**config.mk**
```make
export PLATFORM = sky130hd
export DESIGN_NAME = uart_framer
export DESIGN_NICKNAME = d
export VERILOG_FILES = /design/src/rtl/uart_framer_pkg.sv /design/src/rtl/uart_baud_gen.sv /design/src/rtl/uart_tx.sv /design/src/rtl/uart_rx.sv /design/src/rtl/uart_framer.sv
export SDC_FILE = /design/constraint.sdc
export NUM_CORES = 1
export LEC_CHECK = 0
export CORE_ASPECT_RATIO = 1.5
export CORE_MARGIN = 10
export CORE_UTILIZATION = 55
export DETAILED_ROUTE_END_ITERATION = 7
export DONT_BUFFER_PORTS = 1
export PLACE_DENSITY = 0.73
export SKIP_LAST_GASP = 1
export SYNTH_ARGS = -nofsm -noshare
export SYNTH_HDL_FRONTEND = slang
export SYNTH_HIERARCHICAL = 1
export SYNTH_SLANG_ARGS = --single-unit
```
**constraint.sdc**
```tcl
create_clock -name clk_i -period 2.83 [get_ports clk_i]
set_input_delay 0.566 -clock clk_i [delete_from_list [all_inputs] [get_ports clk_i]]
set_output_delay 0.566 -clock clk_i [all_outputs]
set_load 0.01 [all_outputs]
```
**src/rtl/uart_framer_pkg.sv**
```systemverilog
package uart_framer_pkg;
  localparam int DATA_W = 8;
  localparam int DIV_W  = 16;

  localparam logic [2:0] A_DATA = 3'd0;
  localparam logic [2:0] A_DIVH = 3'd1;
  localparam logic [2:0] A_STAT = 3'd2;
  localparam logic [2:0] A_LCTL = 3'd3;
  localparam logic [2:0] A_LOOP = 3'd4;

  typedef enum logic [2:0] {
    ST_IDLE, ST_START, ST_DATA, ST_PAR, ST_STOP, ST_HOLD
  } line_st_e;

  typedef struct packed {
    logic       dlab;
    logic [1:0] spare;
    logic       even;
    logic       par_en;
    logic       xstop;
    logic [1:0] wlen;
  } lctl_t;
endpackage

```
**src/rtl/uart_baud_gen.sv**
```systemverilog
module uart_baud_gen
  import uart_framer_pkg::*;
(
  input  logic             clk_i,
  input  logic             rst_ni,
  input  logic [DIV_W-1:0] divisor_i,
  output logic             tick_o
);
  logic [DIV_W-1:0] cnt_q;

  assign tick_o = (cnt_q == '0) && (divisor_i != '0);

  always_ff @(posedge clk_i or negedge rst_ni) begin
    if (!rst_ni) cnt_q <= '0;
    else if (cnt_q == '0) cnt_q <= (divisor_i == '0) ? '0 : divisor_i - 1'b1;
    else cnt_q <= cnt_q - 1'b1;
  end

  AST_TICK_SPACING: assert property (@(posedge clk_i) disable iff (!rst_ni)
    tick_o && divisor_i > 1 && $stable(divisor_i) |=> !tick_o);
endmodule

```
**src/rtl/uart_tx.sv**
```systemverilog
module uart_tx
  import uart_framer_pkg::*;
(
  input  logic              clk_i,
  input  logic              rst_ni,
  input  logic              tick_i,
  input  logic [1:0]        wlen_i,
  input  logic              par_en_i,
  input  logic              even_i,
  input  logic              xstop_i,
  input  logic              load_i,
  input  logic [DATA_W-1:0] hold_data_i,
  output logic              take_o,
  output logic              busy_o,
  output logic              txd_o
);
  line_st_e          st_q;
  logic [5:0]        cnt_q;
  logic [2:0]        bit_q;
  logic [DATA_W-1:0] sh_q;
  logic [1:0]        wlen_q;
  logic              par_en_q, par_q;
  logic [5:0]        stop_last_q;
  logic [DATA_W-1:0] masked;

  assign masked = hold_data_i & (8'hFF >> (2'd3 - wlen_i));
  assign take_o = (st_q == ST_IDLE) && load_i;
  assign busy_o = (st_q != ST_IDLE);

  always_comb begin
    case (st_q)
      ST_START: txd_o = 1'b0;
      ST_DATA:  txd_o = sh_q[0];
      ST_PAR:   txd_o = par_q;
      default:  txd_o = 1'b1;
    endcase
  end

  always_ff @(posedge clk_i or negedge rst_ni) begin
    if (!rst_ni) begin
      st_q        <= ST_IDLE;
      cnt_q       <= '0;
      bit_q       <= '0;
      sh_q        <= '0;
      wlen_q      <= '0;
      par_en_q    <= 1'b0;
      par_q       <= 1'b0;
      stop_last_q <= 6'd15;
    end else begin
      case (st_q)
        ST_IDLE: if (load_i) begin
          sh_q        <= masked;
          par_q       <= even_i ? ^masked : ~^masked;
          wlen_q      <= wlen_i;
          par_en_q    <= par_en_i;
          stop_last_q <= !xstop_i ? 6'd15 : (wlen_i == 2'd0) ? 6'd23 : 6'd31;
          cnt_q       <= '0;
          st_q        <= ST_START;
        end
        ST_START: if (tick_i) begin
          if (cnt_q == 6'd15) begin
            cnt_q <= '0;
            bit_q <= '0;
            st_q  <= ST_DATA;
          end else cnt_q <= cnt_q + 1'b1;
        end
        ST_DATA: if (tick_i) begin
          if (cnt_q == 6'd15) begin
            cnt_q <= '0;
            sh_q  <= sh_q >> 1;
            bit_q <= bit_q + 1'b1;
            if (bit_q == {1'b1, wlen_q}) st_q <= par_en_q ? ST_PAR : ST_STOP;
          end else cnt_q <= cnt_q + 1'b1;
        end
        ST_PAR: if (tick_i) begin
          if (cnt_q == 6'd15) begin
            cnt_q <= '0;
            st_q  <= ST_STOP;
          end else cnt_q <= cnt_q + 1'b1;
        end
        ST_STOP: if (tick_i) begin
          if (cnt_q == stop_last_q) begin
            cnt_q <= '0;
            st_q  <= ST_IDLE;
          end else cnt_q <= cnt_q + 1'b1;
        end
        default: st_q <= ST_IDLE;
      endcase
    end
  end

  AST_FRAME_STARTS_LOW: assert property (@(posedge clk_i) disable iff (!rst_ni)
    take_o |=> busy_o && !txd_o);
endmodule

```
**src/rtl/uart_rx.sv**
```systemverilog
module uart_rx
  import uart_framer_pkg::*;
(
  input  logic              clk_i,
  input  logic              rst_ni,
  input  logic              tick_i,
  input  logic              rx_i,
  input  logic [1:0]        wlen_i,
  input  logic              par_en_i,
  input  logic              even_i,
  output logic              done_o,
  output logic [DATA_W-1:0] data_o,
  output logic              pe_o,
  output logic              fe_o,
  output logic              bi_o
);
  line_st_e          st_q;
  logic [3:0]        cnt_q;
  logic [2:0]        bit_q;
  logic [DATA_W-1:0] sh_q;
  logic              zero_q, pbad_q;

  always_ff @(posedge clk_i or negedge rst_ni) begin
    if (!rst_ni) begin
      st_q   <= ST_IDLE;
      cnt_q  <= '0;
      bit_q  <= '0;
      sh_q   <= '0;
      zero_q <= 1'b0;
      pbad_q <= 1'b0;
      done_o <= 1'b0;
      data_o <= '0;
      pe_o   <= 1'b0;
      fe_o   <= 1'b0;
      bi_o   <= 1'b0;
    end else begin
      done_o <= 1'b0;
      case (st_q)
        ST_IDLE: if (tick_i && !rx_i) begin
          cnt_q <= '0;
          st_q  <= ST_START;
        end
        ST_START: if (tick_i) begin
          if (cnt_q == 4'd7) begin
            cnt_q  <= '0;
            bit_q  <= '0;
            sh_q   <= '0;
            zero_q <= 1'b1;
            pbad_q <= 1'b0;
            st_q   <= rx_i ? ST_IDLE : ST_DATA;  // glitch rejected
          end else cnt_q <= cnt_q + 1'b1;
        end
        ST_DATA: if (tick_i) begin
          cnt_q <= cnt_q + 1'b1;
          if (cnt_q == 4'd15) begin
            sh_q   <= {rx_i, sh_q[DATA_W-1:1]};
            zero_q <= zero_q & !rx_i;
            bit_q  <= bit_q + 1'b1;
            if (bit_q == {1'b1, wlen_i}) st_q <= par_en_i ? ST_PAR : ST_STOP;
          end
        end
        ST_PAR: if (tick_i) begin
          cnt_q <= cnt_q + 1'b1;
          if (cnt_q == 4'd15) begin
            pbad_q <= (^sh_q) ^ rx_i ^ !even_i;
            zero_q <= zero_q & !rx_i;
            st_q   <= ST_STOP;
          end
        end
        ST_STOP: if (tick_i) begin
          cnt_q <= cnt_q + 1'b1;
          if (cnt_q == 4'd15) begin
            done_o <= 1'b1;
            data_o <= sh_q >> (2'd3 - wlen_i);
            pe_o   <= par_en_i & pbad_q;
            fe_o   <= !rx_i;
            bi_o   <= zero_q & !rx_i;
            st_q   <= rx_i ? ST_IDLE : ST_HOLD;
          end
        end
        ST_HOLD: if (rx_i) st_q <= ST_IDLE;  // wait for mark after a low stop
        default: st_q <= ST_IDLE;
      endcase
    end
  end

  AST_RX_MASKED: assert property (@(posedge clk_i) disable iff (!rst_ni)
    done_o |-> ((data_o & ~(8'hFF >> (2'd3 - wlen_i))) == 8'h00));
endmodule

```
**src/rtl/uart_framer.sv**
```systemverilog
module uart_framer
  import uart_framer_pkg::*;
#(
  parameter int unsigned DIV_RESET   = 1,
  parameter int unsigned SYNC_STAGES = 2
) (
  input  logic       clk_i,
  input  logic       rst_ni,
  input  logic [2:0] addr_i,
  input  logic       wr_en_i,
  input  logic       rd_en_i,
  input  logic [7:0] wdata_i,
  output logic [7:0] rdata_o,
  input  logic       rxd_i,
  output logic       txd_o
);
  lctl_t             lctl_q;
  logic [DIV_W-1:0]  div_q;
  logic              loop_q;
  logic [DATA_W-1:0] thr_q, rbr_q;
  logic              thr_empty_q, dr_q, oe_q, pe_q, fe_q, bi_q;
  logic [SYNC_STAGES-1:0] sync_q;

  logic tick, take, tx_busy, tx_line, rx_line;
  logic rx_done, rx_pe, rx_fe, rx_bi;
  logic [DATA_W-1:0] rx_data;
  logic rd_rbr, rd_stat, temt;
  logic [7:0] stat;

  assign rd_rbr  = rd_en_i && addr_i == A_DATA && !lctl_q.dlab;
  assign rd_stat = rd_en_i && addr_i == A_STAT;
  assign temt    = thr_empty_q && !tx_busy;
  assign stat    = {1'b0, temt, thr_empty_q, bi_q, fe_q, pe_q, oe_q, dr_q};
  assign rx_line = loop_q ? tx_line : sync_q[SYNC_STAGES-1];
  assign txd_o   = loop_q ? 1'b1 : tx_line;

  always_ff @(posedge clk_i or negedge rst_ni) begin
    if (!rst_ni) sync_q <= '1;
    else         sync_q <= {sync_q[SYNC_STAGES-2:0], rxd_i};
  end

  uart_baud_gen u_baud (
    .clk_i, .rst_ni, .divisor_i(div_q), .tick_o(tick)
  );

  uart_tx u_tx (
    .clk_i, .rst_ni, .tick_i(tick),
    .wlen_i(lctl_q.wlen), .par_en_i(lctl_q.par_en), .even_i(lctl_q.even),
    .xstop_i(lctl_q.xstop), .load_i(!thr_empty_q), .hold_data_i(thr_q),
    .take_o(take), .busy_o(tx_busy), .txd_o(tx_line)
  );

  uart_rx u_rx (
    .clk_i, .rst_ni, .tick_i(tick), .rx_i(rx_line),
    .wlen_i(lctl_q.wlen), .par_en_i(lctl_q.par_en), .even_i(lctl_q.even),
    .done_o(rx_done), .data_o(rx_data), .pe_o(rx_pe), .fe_o(rx_fe), .bi_o(rx_bi)
  );

  // register writes and transmit holding
  always_ff @(posedge clk_i or negedge rst_ni) begin
    if (!rst_ni) begin
      lctl_q      <= '0;
      div_q       <= DIV_W'(DIV_RESET);
      loop_q      <= 1'b0;
      thr_q       <= '0;
      thr_empty_q <= 1'b1;
    end else begin
      if (take) thr_empty_q <= 1'b1;
      if (wr_en_i) begin
        case (addr_i)
          A_DATA: if (lctl_q.dlab) div_q[7:0] <= wdata_i;
                  else begin
                    thr_q       <= wdata_i;
                    thr_empty_q <= 1'b0;
                  end
          A_DIVH: if (lctl_q.dlab) div_q[15:8] <= wdata_i;
          A_LCTL: lctl_q <= wdata_i;
          A_LOOP: loop_q <= wdata_i[0];
          default: ;
        endcase
      end
    end
  end

  // receive buffer and status
  always_ff @(posedge clk_i or negedge rst_ni) begin
    if (!rst_ni) begin
      rbr_q <= '0;
      dr_q  <= 1'b0;
      oe_q  <= 1'b0;
      pe_q  <= 1'b0;
      fe_q  <= 1'b0;
      bi_q  <= 1'b0;
    end else begin
      if (rx_done) begin
        rbr_q <= rx_data;
        dr_q  <= 1'b1;
      end else if (rd_rbr) dr_q <= 1'b0;
      if (rx_done && dr_q && !rd_rbr) oe_q <= 1'b1;
      else if (rd_stat)               oe_q <= 1'b0;
      if (rx_done && rx_pe) pe_q <= 1'b1; else if (rd_stat) pe_q <= 1'b0;
      if (rx_done && rx_fe) fe_q <= 1'b1; else if (rd_stat) fe_q <= 1'b0;
      if (rx_done && rx_bi) bi_q <= 1'b1; else if (rd_stat) bi_q <= 1'b0;
    end
  end

  always_comb begin
    case (addr_i)
      A_DATA:  rdata_o = lctl_q.dlab ? div_q[7:0] : rbr_q;
      A_DIVH:  rdata_o = lctl_q.dlab ? div_q[15:8] : 8'h00;
      A_STAT:  rdata_o = stat;
      A_LCTL:  rdata_o = lctl_q;
      A_LOOP:  rdata_o = {7'b0, loop_q};
      default: rdata_o = 8'h00;
    endcase
  end

  AST_TEMT_NEEDS_THRE: assert property (@(posedge clk_i) disable iff (!rst_ni)
    stat[6] |-> stat[5]);
  AST_DLAB_NO_LOAD: assert property (@(posedge clk_i) disable iff (!rst_ni)
    wr_en_i && addr_i == A_DATA && lctl_q.dlab && thr_empty_q |=> thr_empty_q);
  AST_DR_CLEAR: assert property (@(posedge clk_i) disable iff (!rst_ni)
    rd_rbr && !rx_done |=> !dr_q);
  AST_OVERRUN_SET: assert property (@(posedge clk_i) disable iff (!rst_ni)
    rx_done && dr_q && !rd_rbr |=> oe_q && dr_q && rbr_q == $past(rx_data));
  AST_STAT_CLEAR: assert property (@(posedge clk_i) disable iff (!rst_ni)
    rd_stat && !rx_done |=> !oe_q && !pe_q && !fe_q && !bi_q);
endmodule

```
# Yosys cells after proc, flatten, opt, wreduce, memory -nomap -nowiden

Cells that the tools add are included.

RAM bits: 0
Word-level logic and storage cells: 250
Bits in latches: 0
Output and inout bits: 9
Memories kept: 0
Input port bits: 16
Memory bits (read-only): 0
Bits in registers: 127

Magnitude comparators: 0
Add/sub/neg operators: 7
Divide/modulo/power cells: 0
Equal/unequal tests: 44
Bitwise operators: 7
Multiplexer cells: 92
Reductions and logical operators: 60
$mul: 0
Shifts and indexed selects: 2

Operators with widths:

| cell                  | count |
|---|---|
| $mux 3                | 32 |
| $mux 8                | 9 |
| $ne 2x1->1 const B    | 24 |
| $pmux 8 s5            | 1 |
| $mux 6                | 6 |
| $logic_not 16->1      | 2 |
| $mux 16               | 2 |
| $pmux 8 s2            | 2 |
| $sub 16x1->16 const B | 2 |
| $mux 1                | 25 |
| $mux 4                | 5 |
| $reduce_and 5->1      | 4 |
| $reduce_bool 2->1     | 10 |
| $eq 3x2->1 const B    | 6 |
| $pmux 3 s6            | 1 |
| $pmux 6 s3            | 1 |
| $reduce_bool 16->1    | 1 |
| $reduce_xor 8->1      | 2 |
| $pmux 3 s5            | 1 |
| $eq 3x3->1 const B    | 4 |
| $logic_and 1x1->1     | 12 |
| $pmux 3 s2            | 2 |
| $pmux 4 s3            | 1 |
| $reduce_and 3->1      | 4 |
| other kinds (31)      | 53 |

# Longest topological paths before layout

Depth after elaboration: 8
Mapped depth: 11
Gate-level depth less buffers: 11

# Cells and area by module

The synthesis kept the hierarchy.

By module, submodules not included:

| module        | cells an instance | area each (um^2) | instances | seq. area each (um^2) |
|---|---|---|---|---|
| uart_framer   | 163               | 2,258.4          | 1         | 1,231.2 |
| uart_rx       | 181               | 1,755.4          | 1         | 800.8 |
| uart_tx       | 160               | 1,641.6          | 1         | 651.9 |
| uart_baud_gen | 123               | 1,122.3          | 1         | 400.4 |

# Worst setup path after synthesis

OpenSTA, ideal clock, no wires.

Kind: register -> register
From: register div_q[8]
To: register u_tx.st_q[0]
Slack: -207 ps
Data required time: 2,702 ps
Setup time: 128 ps
Stages on the path, launching flop included: 9
Clock period less this slack: 3,037 ps
Data arrival time: 2,909 ps
Buffers on the path: 1
Path through: dfrtp_1 > or4_4 > or4_1 > or3_4 > and2_2 > buf_2 > a211o_1 > o21ai_1 > mux2_1

Longest elaborated chain between the ends: 4
Elaborated cells on any way between the ends: 7
Classes of those cells: eq/ne: 4; reduce/logical: 3

RTL lines:

| item                          | RTL line            | RTL |
|---|---|---|
| start, declared               | uart_framer.sv:18   | `logic [DIV_W-1:0] div_q;` |
| start signal, assigned        | uart_framer.sv:63   | `div_q <= DIV_W'(DIV_RESET);` |
| start signal, assigned        | uart_framer.sv:76   | `A_DIVH: if (lctl_q.dlab) div_q[15:8] <= wdata_i;` |
| $reduce_bool 16->1 *          | uart_baud_gen.sv:11 | `assign tick_o = (cnt_q == '0) && (divisor_i != '0);` |
| $logic_and 1x1->1 *           | uart_baud_gen.sv:11 |  |
| via tick                      | uart_framer.sv:24   | `logic tick, take, tx_busy, tx_line, rx_line;` |
| $ne 2x1->1 (no line)          | n/a                 |  |
| $reduce_and 10->1 (no line) * | n/a                 |  |
| end signal, assigned          | uart_tx.sv:72       | `if (bit_q == {1'b1, wlen_q}) st_q <= par_en_q ? ST_PAR : ST_STOP;` |
| end, declared                 | uart_tx.sv:17       | `line_st_e st_q;` |

The timed path passes the listed nets; every way through them passes the cells marked *.
A chain may end at the register's enable or synchronous reset.

# Final worst setup path

From: register u_baud.cnt_q[11]
To: register u_rx.data_o[0]

Longest elaborated chain between the ends: 3

RTL lines:

| item                       | RTL line            | RTL |
|---|---|---|
| start, declared            | uart_baud_gen.sv:9  | `logic [DIV_W-1:0] cnt_q;` |
| start signal, assigned     | uart_baud_gen.sv:15 | `else if (cnt_q == '0) cnt_q <= (divisor_i == '0) ? '0 : divisor_i - 1'b1;` |
| start signal, assigned     | uart_baud_gen.sv:16 | `else cnt_q <= cnt_q - 1'b1;` |
| $logic_not 16->1           | uart_baud_gen.sv:11 |  |
| $logic_and 1x1->1          | uart_baud_gen.sv:11 |  |
| via tick                   | uart_framer.sv:24   |  |
| $reduce_and 3->1 (no line) | n/a                 |  |
| end signal, assigned       | uart_rx.sv:74       | `data_o <= sh_q >> (2'd3 - wlen_i);` |
| end, declared              | uart_rx.sv:12       | `output logic [DATA_W-1:0] data_o,` |

The timed path passes the listed nets, and every way through them passes these cells.

==> impl_metrics.yaml <==
outcome:
  status: "complete, but fails checks"
  violations: "hold timing, setup timing"
pwr:
  p_sw_frac: 0.289
  power_density_nw_per_um2: 757
  power.total_w: 0.00575
  power.clock.fraction: 0.360
  p_switching_w: 0.00166
  cellLeakagePower_nw: 3.29
  vdd.ir_drop.worst_mv: 0.511
  sequentialPowerShare: 0.419
  internal-power_w: 0.00409
  pwr-share-comb: 0.221
route:
  firstDrtPassIters: 4
  wl_per_cell_um: 19.0
  drc_errors: 0
  vias: 4943
  finalWirelength_um: 15400
  vias_per_cell: 6.11
  initial_drt_markers: 194
  drtAntennaViolNets: 0
critical_path:
  crit_chain: "or4_4, nor3b_2, and3_1, and2_4, nand3_1, or4_4, inv_1, mux2_2"
  timing.critical_path.to: "u_rx/data_o[0]$_DFFE_PN0P_"
  critical-path-top-cell-by-count: "sky130_fd_sc_hd__or4_4"
  critPathLaunch: "u_baud/cnt_q[11]$_DFF_PN0_"
  r2r_slack_ps: -40
  worstReg2RegStart: "u_baud/cnt_q[11]$_DFF_PN0_"
  critPathArrivalTime_ps: 3160
  path_depth: 8
  crit_required_ps: 3120
  worst-setup-path-type: "reg2reg"
  timing.critical_path.slowest_cell_delay_ps: 550
  reg2reg_depth: 8
  critical_path.max_fanout: 8
  cp_top_family: "simple AND/OR/NAND/NOR gates"
  nature_of_the_critical_path_startpoint: "register"
  worst-path-buf-inv: 1
  r2r-end: "u_rx/data_o[0]$_DFFE_PN0P_"
  slowest_stage_cell_on_the_critical_path: "sky130_fd_sc_hd__or4_4"
  cp-end-kind: "register"
finish:
  syn2layout_area_growth_pct: 12.1
  antenna_diode_count: 0
  final-instance-count-excl-fill: 809
  fillCellCount: 954
  postLayoutCoreUtil: 0.632
  drive_above_1_share: 0.248
  register_area_um2: 3080
  multiInputGateArea_um2: 3490
  final_net_count: 666
die:
  floorplan.die.width_um: 111
  num_io_pins: 25
  die_h_um: 156
  die_ar_um2: 17300
  placementRows: 49
  core_area_um2: 12000
  initial_core_utilization: 0.564
global_routing:
  grt_use_total: 0.180
  grt_start_max_net_pins: 124
  antenna_found_initial: 1
  grt_pass1_wl_um: 25400
  first_global_vias: 4979
  globalRouteOverflowTotal: 0
yosys:
  dominantRegCellSynth: "sky130_fd_sc_hd__dfrtp_1"
  post_synth.cell_area_avg_um2: 10.8
  part_of_the_yosys_area_used_for_sequential_elements: 0.455
  synthesis.area_um2: 6780
  synthesis.nets: 650
  ys_types: 81
  ys_async_sr_fraction: 1.00
  number_of_warnings_printed_during_yosys_synthesis: 6
  post_synth_edffs: 0
  ys_seq_elements: 123
  synth_cells: 627
sta:
  slew_headroom: 0.489
  timing.final.setup_violations: 4
  slew_viol_final: 0
  fin_ws_ps: -37.4
  timing_worst_slew_pin_value_ps: 766
  timing.fmax_mhz: 349
  fin_hold_ws_ps: -154
  rsz0062_at_grt: "true"
  report.final.hold_viol_count: 118
  layout_min_cycle_time_ps: 2870
  final_min_period_over_clock_period: 1.01
  finalClockSkew_ps: 7.28
clocking:
  max-clock-path-buffers: 2
  cts_root_buf: "sky130_fd_sc_hd__clkbuf_16"
  cts_made_buffers: 17
  clk-insertion-delay-late_ps: 410
  clkTransAtPathRegs_ps: 50
  cts_htree_levels: 4
  cts.sink_count: 123
  cts_tree: "done"
placed_design:
  place.detailed.instances: 775
  place.detailed.hpwl_um: 11000
  count_of_input_and_output_buffers: 0
  final_replace_weighted_congestion: 0.844
job:
  cap_viol_max_count: 0
worst_hold_path:
  min-delay-path-class: "in2async"
## sequential cells by signal, summed over array words and instances, names as in the netlist, 4 cells and up
name          count
div_q            16
u_baud/cnt_q     16
lctl_q            8
rbr_q             8
thr_q             8
u_rx/data_o       8
u_rx/sh_q         8
u_tx/sh_q         8
u_tx/cnt_q        6
u_rx/cnt_q        4
## synthesized netlist by cell type (all sizes together), types with 3 or more instances
library cell | count | area, µm²
dfrtp | 118 | 2950
mux2 | 78 | 878
nand2 | 60 | 238
o21ai | 34 | 174
nor2 | 30 | 123
xnor2 | 28 | 245
buf | 24 | 163
inv | 17 | 63.8
nand3 | 17 | 100
xor2 | 15 | 131
a22o | 14 | 123
nor3 | 13 | 81.3
o22ai | 13 | 81.3
a21oi | 12 | 60.1
nor4 | 11 | 81.3
o211ai | 11 | 82.6
a22oi | 9 | 67.6
mux2i | 8 | 80.1
nand2b | 8 | 50.1
nor2b | 8 | 57.6
ha | 7 | 87.6
nor3b | 7 | 52.6
a31oi | 5 | 31.3
and3 | 5 | 31.3
clkbuf | 5 | 18.8
dfstp | 5 | 131
nand3b | 5 | 37.5
or2 | 5 | 31.3
and2 | 4 | 26.3
or4 | 4 | 37.5
o21a | 3 | 22.5
o2bb2ai | 3 | 26.3
o31ai | 3 | 27.5
or3 | 3 | 25.0
## what timing repair did
action / CTS / global route
endpoints found under the setup margin: 4 / 35
pin swaps: 1 / 4
hold endpoints to repair: 118 / 118
buffers inserted: 0 / 2
resized for setup: 0 / 6
## cell usage in the layout, fill, tap and decap left out, types with 5 or more instances in the layout
cell,count
sky130_fd_sc_hd__inv_1,16
sky130_fd_sc_hd__nand2b_1,8
sky130_fd_sc_hd__buf_4,26
sky130_fd_sc_hd__nand3_1,14
sky130_fd_sc_hd__a31oi_1,5
sky130_fd_sc_hd__dfrtp_1,118
sky130_fd_sc_hd__a22oi_1,9
sky130_fd_sc_hd__nor2_1,27
sky130_fd_sc_hd__mux2_1,10
sky130_fd_sc_hd__o21ai_0,30
sky130_fd_sc_hd__nor4_1,9
sky130_fd_sc_hd__clkbuf_16,17
sky130_fd_sc_hd__dfstp_2,5
sky130_fd_sc_hd__o211ai_1,11
sky130_fd_sc_hd__nor2b_1,7
sky130_fd_sc_hd__mux2i_1,8
sky130_fd_sc_hd__o22ai_1,13
sky130_fd_sc_hd__mux2_2,68
sky130_fd_sc_hd__nor3b_1,6
sky130_fd_sc_hd__and3_1,5
sky130_fd_sc_hd__xnor2_1,28
sky130_fd_sc_hd__ha_1,7
sky130_fd_sc_hd__a22o_1,14
sky130_fd_sc_hd__xor2_1,15
sky130_fd_sc_hd__nand2_1,56
sky130_fd_sc_hd__nand3b_1,5
sky130_fd_sc_hd__clkbuf_1,5
sky130_fd_sc_hd__a21oi_1,12
sky130_fd_sc_hd__nor3_1,11
## layer usage
metal,routed length (µm),up-vias,share of wire,track usage
met3,727,37,0.047,0.0485
met2,8280,109,0.54,0.323
li1,-,2328,-,-
met1,5860,2467,0.38,0.187
met4,514,2,0.033,0.0970
met5,13,-,0.00084,0
## power by group through the flow
| stage | clock [W] | sequential (W) | combinational [W] |
|---|---|---|---|
| final | 0.00207 | 0.00241 | 0.00127 |
| after detailed placement | 0 | 0.00242 | 0.00124 |
| after CTS | 0.00209 | 0.00240 | 0.00126 |
| after global placement | 0 | 0.00240 | 0.00120 |
| after floorplan | 0 | 0.00229 | 0.00102 |
| after global routing | 0.00220 | 0.00245 | 0.00139 |
## final cells by class
cell class	instances	area share
clock buffers	24	0.0621
well taps	153	0.0252
clock inverters	8	0.0125
multi-input cells	458	0.460
repair buffers	26	0.0257
flip-flops and latches	123	0.406
inverters	17	0.00840
## worst min path at each step
stage,end,depth (start not counted),from,slack (ps)
5_1_grt,u_tx/bit_q[1]$_DFFE_PN0P_,0,rst_ni,-170
6_report,u_tx/bit_q[1]$_DFFE_PN0P_,0,rst_ni,-150
3_5_place_dp,u_tx/bit_q[1]$_DFFE_PN0P_,0,rst_ni,280
4_1_cts,u_tx/bit_q[1]$_DFFE_PN0P_,0,rst_ni,-160
2_1_floorplan,bi_q$_DFFE_PN0P_,0,rst_ni,270
3_3_place_gp,u_tx/bit_q[1]$_DFFE_PN0P_,0,rst_ni,280
## worst reg2reg max path, delay by kind of cell, from the launching register on
kind / cells / cell delay, ps
multiplexers: 1 / 330
buffers and inverters: 1 / 90
flip-flops: 1 / 390
AND/OR/NAND/NOR: 6 / 1950
## metrics by stage
stage,cell area [µm²],worst slack [ps],TNS (ps)
finish,7590,-37.4,-102
global route,7590,-109,-2000
CTS,7550,3.75,0
detailed placement,6980,15.1,0
global placement,6980,78.1,0
floorplan,6800,-52.2,-456
## cells by family (layout without fill, tap and decap cells)
| group | count (synthesis) | in the layout | synth area share |
|---|---|---|---|
| mux | 86 | 86 | 0.141 |
| flops | 123 | 123 | 0.455 |
| compound gates | 130 | 130 | 0.135 |
| fa+ha+maj | 7 | 7 | 0.0129 |
| buf+inv | 46 | 75 | 0.0362 |
| xor+xnor | 45 | 45 | 0.0622 |
| simple gates | 190 | 190 | 0.157 |
No activity file was read; power rests on OpenSTA's default activity.
